File: src/rtl/phy_pwr_pkg.sv
package phy_pwr_pkg;

  typedef enum logic [1:0] {
    RES_OK     = 2'd0,
    RES_LOCK   = 2'd1,
    RES_OUTFLG = 2'd2
  } res_e;

  typedef enum logic [2:0] {
    S_IDLE,
    S_SEL,
    S_WR_A,
    S_WR_B,
    S_CHK,
    S_RD,
    S_RSP,
    S_GAP
  } seq_state_e;

  typedef enum logic [1:0] {
    PH_LOCK,
    PH_OUT,
    PH_RELOCK
  } phase_e;

endpackage

File: src/rtl/pwr_req_arb.sv
module pwr_req_arb #(
  parameter int NLANE  = 4,
  parameter int LANE_W = 2
) (
  input  logic              en,
  input  logic [NLANE-1:0]  on_req,
  input  logic [NLANE-1:0]  off_req,
  output logic              gnt_vld,
  output logic [LANE_W-1:0] gnt_lane,
  output logic              gnt_on
);
  // lowest index wins: scan from the top so lower lanes overwrite
  always_comb begin
    gnt_vld  = 1'b0;
    gnt_lane = '0;
    gnt_on   = 1'b0;
    for (int i = NLANE - 1; i >= 0; i--) begin
      if (en && (on_req[i] || off_req[i])) begin
        gnt_vld  = 1'b1;
        gnt_lane = LANE_W'(i);
        gnt_on   = on_req[i];
      end
    end
  end
endmodule

File: src/rtl/pwr_seq_timers.sv
module pwr_seq_timers #(
  parameter int BUDGET_CYC = 1000,
  parameter int POLL_CYC   = 20
) (
  input  logic clk,
  input  logic rst_n,
  input  logic budget_clr,
  input  logic iv_load,
  output logic budget_over,
  output logic iv_done
);
  localparam int BW = $clog2(BUDGET_CYC + 1);
  localparam int IW = $clog2(POLL_CYC + 1);

  logic [BW-1:0] bcnt;
  logic [IW-1:0] icnt;

  always_ff @(posedge clk or negedge rst_n) begin
    if (!rst_n) begin
      bcnt <= '0;
    end else if (budget_clr) begin
      bcnt <= '0;
    end else if (bcnt != BW'(BUDGET_CYC)) begin
      bcnt <= bcnt + 1'b1;
    end
  end

  always_ff @(posedge clk or negedge rst_n) begin
    if (!rst_n) begin
      icnt <= '0;
    end else if (iv_load) begin
      icnt <= IW'(POLL_CYC - 1);
    end else if (icnt != '0) begin
      icnt <= icnt - 1'b1;
    end
  end

  assign budget_over = (bcnt == BW'(BUDGET_CYC));
  assign iv_done     = (icnt == '0);
endmodule

File: src/rtl/phy_pwr_seq.sv
module phy_pwr_seq
  import phy_pwr_pkg::*;
#(
  parameter int NLANE      = 4,
  parameter int BUDGET_CYC = 1000,
  parameter int POLL_CYC   = 20,
  parameter int ADDR_W     = 6,
  parameter int DATA_W     = 4,
  parameter int STAT_W     = 16,
  parameter int LOCK_ADDR  = 'h10,
  parameter int CLK_ADDR   = 'h12,
  parameter int CFG_VAL    = 'h8,
  parameter int LOCK_BIT   = 9,
  parameter int OUT_BIT    = 10
) (
  input  logic              clk,
  input  logic              rst_n,
  input  logic [NLANE-1:0]  pwr_on_req,
  input  logic [NLANE-1:0]  pwr_off_req,
  output logic [NLANE-1:0]  req_done,
  output logic [1:0]        req_err,
  output logic              phy_reset,
  output logic [NLANE-1:0]  lane_idle,
  output logic              cmd_valid,
  input  logic              cmd_ready,
  output logic              cmd_write,
  output logic [ADDR_W-1:0] cmd_addr,
  output logic [DATA_W-1:0] cmd_data,
  output logic              rd_valid,
  input  logic              rd_ready,
  input  logic              rsp_valid,
  input  logic [STAT_W-1:0] rsp_data
);
  localparam int LANE_W = (NLANE > 1) ? $clog2(NLANE) : 1;
  localparam int CNT_W  = $clog2(NLANE + 1);

  seq_state_e        state;
  phase_e            phase;
  logic [CNT_W-1:0]  pwr_cnt;
  logic [LANE_W-1:0] cur_lane;

  logic              gnt_en, gnt_vld, gnt_on;
  logic [LANE_W-1:0] gnt_lane;
  logic              budget_clr, iv_load, budget_over, iv_done;
  logic              rsp_pass;
  logic [NLANE-1:0]  idle_set, idle_clr;

  function automatic logic [NLANE-1:0] lane_mask(input logic [LANE_W-1:0] l);
    return NLANE'(1) << l;
  endfunction

  assign gnt_en = (state == S_IDLE) && (req_done == '0);

  pwr_req_arb #(.NLANE(NLANE), .LANE_W(LANE_W)) u_arb (
    .en       (gnt_en),
    .on_req   (pwr_on_req),
    .off_req  (pwr_off_req),
    .gnt_vld  (gnt_vld),
    .gnt_lane (gnt_lane),
    .gnt_on   (gnt_on)
  );

  assign budget_clr = gnt_vld && gnt_on && (pwr_cnt == '0);
  assign iv_load    = (state == S_RSP) && rsp_valid && !rsp_pass;

  pwr_seq_timers #(.BUDGET_CYC(BUDGET_CYC), .POLL_CYC(POLL_CYC)) u_tmr (
    .clk         (clk),
    .rst_n       (rst_n),
    .budget_clr  (budget_clr),
    .iv_load     (iv_load),
    .budget_over (budget_over),
    .iv_done     (iv_done)
  );

  assign rsp_pass = (phase == PH_OUT) ? !rsp_data[OUT_BIT] : rsp_data[LOCK_BIT];

  // bridge request outputs follow the state directly
  assign cmd_valid = (state == S_SEL) || (state == S_WR_A) || (state == S_WR_B);
  assign cmd_write = (state == S_WR_A) || (state == S_WR_B);
  assign cmd_addr  = (state == S_WR_B) ? ADDR_W'(CLK_ADDR) : ADDR_W'(LOCK_ADDR);
  assign cmd_data  = (state == S_SEL) ? '0 : DATA_W'(CFG_VAL);
  assign rd_valid  = (state == S_RD);

  // idle bit strobes
  always_comb begin
    idle_set = '0;
    idle_clr = '0;
    if (gnt_vld && !gnt_on) begin
      idle_set = lane_mask(gnt_lane);
    end
    if (state == S_CHK && budget_over) begin
      idle_set = lane_mask(cur_lane);
    end
    if (state == S_SEL && cmd_ready && phase == PH_LOCK) begin
      idle_clr = lane_mask(cur_lane);
    end
  end

  for (genvar g = 0; g < NLANE; g++) begin : g_idle
    always_ff @(posedge clk or negedge rst_n) begin
      if (!rst_n) begin
        lane_idle[g] <= 1'b1;
      end else if (idle_set[g]) begin
        lane_idle[g] <= 1'b1;
      end else if (idle_clr[g]) begin
        lane_idle[g] <= 1'b0;
      end
    end
  end

  always_ff @(posedge clk or negedge rst_n) begin
    if (!rst_n) begin
      state     <= S_IDLE;
      phase     <= PH_LOCK;
      pwr_cnt   <= '0;
      cur_lane  <= '0;
      phy_reset <= 1'b1;
      req_done  <= '0;
      req_err   <= RES_OK;
    end else begin
      req_done <= '0;
      case (state)
        S_IDLE: begin
          if (gnt_vld) begin
            cur_lane <= gnt_lane;
            if (gnt_on) begin
              if (pwr_cnt == '0) begin
                pwr_cnt   <= CNT_W'(1);
                phy_reset <= 1'b0;
                phase     <= PH_LOCK;
                state     <= S_SEL;
              end else begin
                pwr_cnt  <= pwr_cnt + 1'b1;
                req_done <= lane_mask(gnt_lane);
                req_err  <= RES_OK;
              end
            end else begin
              if (pwr_cnt == CNT_W'(1)) begin
                phy_reset <= 1'b1;
              end
              if (pwr_cnt != '0) begin
                pwr_cnt <= pwr_cnt - 1'b1;
              end
              req_done <= lane_mask(gnt_lane);
              req_err  <= RES_OK;
            end
          end
        end
        S_SEL: begin
          if (cmd_ready) begin
            state <= S_CHK;
          end
        end
        S_WR_A: begin
          if (cmd_ready) begin
            state <= S_WR_B;
          end
        end
        S_WR_B: begin
          if (cmd_ready) begin
            phase <= PH_OUT;
            state <= S_CHK;
          end
        end
        S_CHK: begin
          if (budget_over) begin
            phy_reset <= 1'b1;
            pwr_cnt   <= pwr_cnt - 1'b1;
            req_done  <= lane_mask(cur_lane);
            req_err   <= (phase == PH_OUT) ? RES_OUTFLG : RES_LOCK;
            state     <= S_IDLE;
          end else begin
            state <= S_RD;
          end
        end
        S_RD: begin
          if (rd_ready) begin
            state <= S_RSP;
          end
        end
        S_RSP: begin
          if (rsp_valid) begin
            if (!rsp_pass) begin
              state <= S_GAP;
            end else begin
              case (phase)
                PH_LOCK: state <= S_WR_A;
                PH_OUT: begin
                  phase <= PH_RELOCK;
                  state <= S_SEL;
                end
                default: begin
                  req_done <= lane_mask(cur_lane);
                  req_err  <= RES_OK;
                  state    <= S_IDLE;
                end
              endcase
            end
          end
        end
        S_GAP: begin
          if (iv_done) begin
            state <= S_CHK;
          end
        end
        default: state <= S_IDLE;
      endcase
    end
  end
endmodule

File: config.mk
export PLATFORM = sky130hd
export DESIGN_NAME = phy_pwr_seq
export DESIGN_NICKNAME = d
export VERILOG_FILES = /design/src/rtl/phy_pwr_pkg.sv /design/src/rtl/pwr_req_arb.sv /design/src/rtl/pwr_seq_timers.sv /design/src/rtl/phy_pwr_seq.sv
export SDC_FILE = /design/constraint.sdc
export NUM_CORES = 1
export LEC_CHECK = 0
export CAP_MARGIN = 20
export CORE_UTILIZATION = 28
export CTS_BUF_LIST = sky130_fd_sc_hd__clkbuf_8
export DETAILED_ROUTE_END_ITERATION = 12
export DONT_BUFFER_PORTS = 1
export PLACE_DENSITY = 0.55
export RECOVER_POWER = 25
export SYNTH_ARGS = -nofsm -noshare
export SYNTH_HDL_FRONTEND = slang
export SYNTH_HIERARCHICAL = 1
export SYNTH_SLANG_ARGS = --single-unit
File: constraint.sdc
create_clock -name clk -period 3.06 [get_ports clk]
set_clock_uncertainty 0.1 [all_clocks]
set_input_delay 0.612 -clock clk [delete_from_list [all_inputs] [get_ports clk]]
set_output_delay 0.612 -clock clk [all_outputs]
set_load 0.02 [all_outputs]
==> results of run 1 <==
-- state kept, by name, indices dropped and copies added, names as in the netlist --
register    cells
cur_lane        2
lane_idle       4
phase           2
phy_reset       1
pwr_cnt         3
req_done        4
req_err         2
state           3
u_tmr/bcnt     10
u_tmr/icnt      5
-- worst max path at each step --
stage,start,to,slack [ps],cells after the start
after floorplan,req_done[1],u_tmr/bcnt[0],100,9
after global placement,req_done[1],phase[1],60,8
after detailed placement,req_done[1],phase[1],30,8
after CTS,req_done[1],u_tmr/bcnt[2],50,10
after global routing,req_done[1],phase[1],10,8
final,req_done[1],phase[1],180,8
-- per-layer routing --
| metal | GRT usage, % | share of wire, % | vias up |
|---|---|---|---|
| met5 | 0 | 0 | - |
| met4 | 3.718 | 1.2 | 0 |
| met3 | 3.074 | 5.6 | 6 |
| met2 | 19.99 | 47 | 45 |
| met1 | 15.91 | 46 | 913 |
| li1 | - | - | 953 |
-- layout make-up --
cell class              instances  area [sq um]
well taps                     105         131.4
multi-input cells             199          1359
clock inverters                 3         18.77
flip-flops and latches         36         907.1
repair buffers                 18         131.4
inverters                      16         60.06
clock buffers                   5         68.82
fillers                       844          5540
-- kinds of logic after synthesis --
family                     share of synthesized area [%]
and+or+nand+nor                                    27.09
DFF                                                38.14
AOI/OAI and AO/OA                                  16.46
adders and majority gates                          3.682
xor gates and xnor gates                           1.473
muxes                                              6.207
other                                             0.3157
buffers and inverters                              6.628
-- synth_stat cells, types with 2 or more instances --
cell type  count  area [sq um]
nor3_1         4         20.02
and3_1         2         12.51
a21o_1         3         22.52
o22ai_1        7         43.79
buf_4          8         60.06
a31oi_1        4         25.02
o31ai_1        6         45.04
or4_1          3         22.52
or3_1          6         37.54
clkbuf_1       4         15.01
nor4_1         2         12.51
nand3_1       12         60.06
nand3b_1       3         22.52
ha_1           7         87.58
dfstp_2        5         131.4
nor2_1        20         75.07
o41ai_2        2         32.53
conb_1         2         7.510
xnor2_1        3         26.28
dfrtp_1       31         775.7
nand2_1       15         56.30
a21oi_1       14         70.07
mux2i_1        8         80.08
nor2b_1        8         50.05
o21ai_0       13         65.06
inv_1         16         60.06
buf_1          2         7.510
buf_2          3         15.01
mux2_2         5         56.30
nand2b_1      14         87.58
-- what timing repair did --
item                                    4_1_cts  5_1_grt
setup buffers                                 0        3
resized for setup                             1        2
hold buffers                                  1        0
endpoints found under the setup margin        1        7
pin swaps                                     0        3
hold endpoints to repair                     31        0
-- power groups by stage --
| stage | combinational (mW) | sequential (mW) | clock, mW |
|---|---|---|---|
| floorplan | 0.669 | 0.739 | 0 |
| global placement | 0.815 | 0.759 | 0 |
| detailed placement | 0.828 | 0.763 | 0 |
| CTS | 0.850 | 0.754 | 0.352 |
| global route | 0.954 | 0.773 | 0.375 |
| finish | 0.848 | 0.752 | 0.331 |
-- cells in the final DEF (no fill, tap or decap), drive strengths merged, types with 4 or more instances in the layout --
| master | n |
|---|---|
| dfrtp | 31 |
| nor2 | 21 |
| buf | 17 |
| inv | 16 |
| nand2 | 16 |
| nand2b | 14 |
| a21oi | 14 |
| o21ai | 14 |
| nand3 | 12 |
| nor2b | 8 |
| mux2i | 8 |
| conb | 8 |
| o22ai | 7 |
| ha | 7 |
| o31ai | 7 |
| or3 | 6 |
| mux2 | 6 |
| clkbuf | 6 |
| dfstp | 5 |
| nor3 | 5 |
| a31oi | 4 |
| nor4 | 4 |
-- worst reg2reg max path: cells and delay by family (launching register included) --
family	cells	cell delay, ps
buffers and inverters	1	100
AOI/OAI and AO/OA	3	900
muxes	1	300
DFF	1	380
and+or+nand+nor	3	990
==> run metrics, run 1 <==
hold_ws=62.14 ps; Num CTS Buffers=5; Main synth FF type=dfrtp_1; Clock Latency Late Sink=280 ps; fin nets=312; Post-Syn Area per Cell=9.078 sq um; CP max stage cell=or4_1; total wire length=5230 um; Startpoint Class=register; WP data arrival=2950 ps; Bufs and invs on worst path=1; setup_tns=0 ps; antenna cells=0; Place WS=approximately 32 ps; status=finished with violations; share of cells above drive strength 1=18.41%; Synth cell types=60; Gate power share=43.9%; FMAX=0.3474 GHz; failing checks=capacitance limit, slew limit; vias in the first global route=around 1800; DP Cell Count=370; worst slew pin tran=1775 ps; first-pass GRT wire length=8535 um; Top Ports=between 50 and 60; Starting Density=28.95%; grt ovf=0; P&R area growth vs syn=12.52%; Slew Limit Fails=32; worst hold path type=input pin to asynchronous set/reset pin; CTS tree=yes; worst path required time=approximately 3100 ps; largest net degree at the start of global routing=32; reg-to-reg slack, setup=180 ps; drt via density=5.018; ys async rst share=100.0%; Die Span Y=94.17 um; area after detailed placement=2551 sq um; cell breakdown of the critical path=or4_1, nor2_2, inv_1, o41ai_4, nand3b_1, a221oi_2, o31ai_1, mux2_2; Die ar.=8867 sq um; Psw=about 0.8 mW; clock buffer depth=2; Root Driver=clkbuf_8; routed via count=1917; HPWL after detailed placement=3855 um; Clk network pwr share=17.1%; final setup margin=~180 ps; Post-Syn Instances=262; Peak VDD IR=180.2 uV; DRC Markers=0; biggest cell delay along the critical path=550 ps; Seq pwr share=39.0%; Finished Layout Cells=around 380; DRT Pass-1 Iters=4; relative slew slack=-18.33%; RR Endpoint=phase[1]; GRT Total Usage=12.30%; clk slew on worst S/H paths=about 70 ps; design area=2676 sq um; Buffers on Ports=0; Finished Core Util=about 33%; GPL Wtd Cong=~0.77; Critical Path Fanout Max=5; Die Span X=94.17 um; Fin. Hold Viols=0; max_cap viols=1; switching part of the total=41.34%; mapped cell area=between 2000 and 2500 sq um; CP top delay family=simple AND/OR/NAND/NOR gates; R2R Path Start=req_done[1]; pwr dens=721.5 nW/um^2; number of DRC markers in iteration 0=43; DR WL/cell=13.69 um; Final Setup Violations=0; min Tclk post-route=approximately 2900 ps; CTS HTree Levels=2; Pwr Total=1.931 mW; Post-synth EDFFs=0; Final ANT Viol Nets=0; initial antenna violation count=0; synthesized flop and latch total=36; Setup crit end kind=register; post-route clock period utilization=94.06%; cell-internal power=1.133 mW; crit path kind=register to register; yosys warns=6; Worst Reg-to-Reg Cells=8; Pleak=1.125 nW; Core ar.=8217 sq um; # clock sinks=36; RSZ-0062 raised after global routing=no; row count=33; register area share after synthesis=between 30% and 40%
No activity file was read; power rests on OpenSTA's default activity.
==> inputs of run 2 (changes only) <==
Settings changed: CTS_CLUSTER_SIZE from default to 25.
==> results of run 2 <==
Same layout as run 1: the final DEF is identical, and so are final timing and power.
==> inputs of run 3 (changes only) <==
Settings changed: CORE_ASPECT_RATIO from default to 0.9, HOLD_SLACK_MARGIN from default to 0.1.
==> run 3 against run 2 <==
Register-to-register slack is essentially flat; maximum frequency barely moved; hold slack improved by 360 ps; via count rose by 0.26%; combinational power grew 1%; clock power up 4%; the run still ends with capacitance limit, slew limit left; sequential power barely moved.
==> run metrics, run 3 (synthesis gave the netlist of run 1 again) <==
Fin. Hold Viols=0 (unchanged); Pleak=1.150 nW (+2.2%); RSZ-0062 raised after global routing=yes; number of DRC markers in iteration 0=116 (+170%); GPL Wtd Cong=0.7431 (-3.6%); Largest register FFs=10 (unchanged); Num CTS Buffers=5 (unchanged); biggest regs=u_tmr/bcnt x10, u_tmr/icnt x5; Die ar.=8867 sq um (about the same); design area=2691 sq um (+0.56%); Peak VDD IR=187.5 uV (+4.1%); vias in the first global route=1810 (+0.44%); clk slew on worst S/H paths=70 ps (about the same); DRC Markers=0 (unchanged); Place WS=107.2 ps (+75.65 ps); HPWL after detailed placement=3882 um (+0.68%); area after detailed placement=2566 sq um (+0.59%); grt ovf=0 (unchanged); Pwr Total=1.955 mW (+1.2%); Root Driver=clkbuf_8; worst slew pin tran=1697 ps (-77.77 ps); CTS tree=yes; Die Span X=99.15 um (+5.3%); Clock Latency Late Sink=280 ps (about the same); most frequent cells in the layout=31 x dfrtp_1, 20 x nor2_1, 19 x buf_4; Finished Core Util=33.04% (+0.47 points); routed via count=1922 (+0.26%); Slew Limit Fails=37 (+16%); row count=31 (-6.1%); initial antenna violation count=0 (unchanged); Setup crit end kind=register; Bufs and invs on worst path=1 (unchanged); CP max stage cell=or4_1; Final ANT Viol Nets=0 (unchanged); Final Setup Violations=0 (unchanged); status=finished with violations; R2R Path Start=req_done[1]; final setup margin=180.4 ps (-1.387 ps); # clock sinks=36 (unchanged); min Tclk post-route=2880 ps (+1.387 ps); most common cell after layout, fill and taps aside=dfrtp_1; worst hold path type=register to register; Core ar.=8145 sq um (-0.87%); max_cap viols=1 (unchanged); antenna cells=0 (unchanged); GRT Total Usage=12.17% (-0.13 points); WP data arrival=2950 ps (about the same); Die Span Y=89.44 um (-5.0%); failing checks=capacitance limit, slew limit; Buffers on Ports=0 (unchanged); crit path kind=register to register; clock buffer depth=2 (unchanged); CP top delay family=compound AO/OA/AOI/OAI gates; Top Ports=53 (unchanged); pwr dens=726.4 nW/um^2 (+0.67%); largest net degree at the start of global routing=37 (+16%); biggest cell delay along the critical path=510 ps (-40 ps); Startpoint Class=register; Critical Path Fanout Max=4 (-1); P&R area growth vs syn=13.15%; worst path required time=3130 ps (about the same); DRT Pass-1 Iters=4 (unchanged); first-pass GRT wire length=8452 um (-0.97%); cell breakdown of the critical path=or4_1, nor2_1, inv_1, o41ai_4, nand3b_1, a221oi_1, o31ai_1, mux2_2; post-route clock period utilization=94.11% (about the same); relative slew slack=-13.15% (+5.2 points); CTS HTree Levels=2 (unchanged); DR WL/cell=13.92 um (+1.7%); setup_tns=0 ps (unchanged); FMAX=0.3473 GHz (about the same); post-CTS sizing=0 (-1); Hold Crit Start=phase[0]; reg-to-reg slack, setup=180 ps (about the same); Starting Density=29.20% (+0.25 points); share of cells above drive strength 1=17.14% (-1.3 points); crit path launch=req_done[1]; Biggest register=u_tmr/bcnt; total wire length=5275 um (+0.86%); fin nets=315 (+0.96%); drt via density=5.071 (+1.1%)
## run 3: worst paths after layout
path	endpoint	cells past startpoint
max	phase[1]	8
max reg2reg	phase[1]	8
min in group asynchronous	u_tmr/bcnt[4]	2
max in group asynchronous	cur_lane[0]	2
min reg2reg	phase[0]	1
min	phase[0]	1
## run 3: metrics by stage
step / instances / hold slack [ps]
3_5_place_dp: 367 / 217.8
3_3_place_gp: 367 / 217.7
6_report: 379 / 418.5
5_1_grt: 379 / 425.3
4_1_cts: 377 / 418.0
2_1_floorplan: 268 / 216.4
## run 3: final cells by class
cell class / count / area [sq um]
Multi-Input combinational cell: 199 / 1348
Sequential cell: 36 / 907.1
Clock buffer: 6 / 82.58
Clock inverter: 2 / 7.507
Inverter: 16 / 60.06
Tap cell: 99 / 123.9
Timing Repair Buffer: 21 / 162.7
Fill cell: 854 / 5454
## run 3: per-layer routing
layer,up-vias,track usage (%),wire length [um]
met4,0,4.813,55
met1,923,15.43,2500
li1,956,-,-
met3,4,3.284,277
met2,39,19.96,2442
met5,-,0,0
## run 3: report_power, final
group / switching (mW) / total, mW / internal [mW]
clock network: 0.166 / 0.343 / 0.177
logic: 0.485 / 0.858 / 0.373
registers: 0.143 / 0.754 / 0.611
## run 3: timing repair
| item | 4_1_cts | 5_1_grt |
|---|---|---|
| hold buffers | 2 | 0 |
| setup buffers | 0 | 2 |
| hold endpoints to repair | 36 | 0 |
| setup endpoints to repair | 0 | 7 |
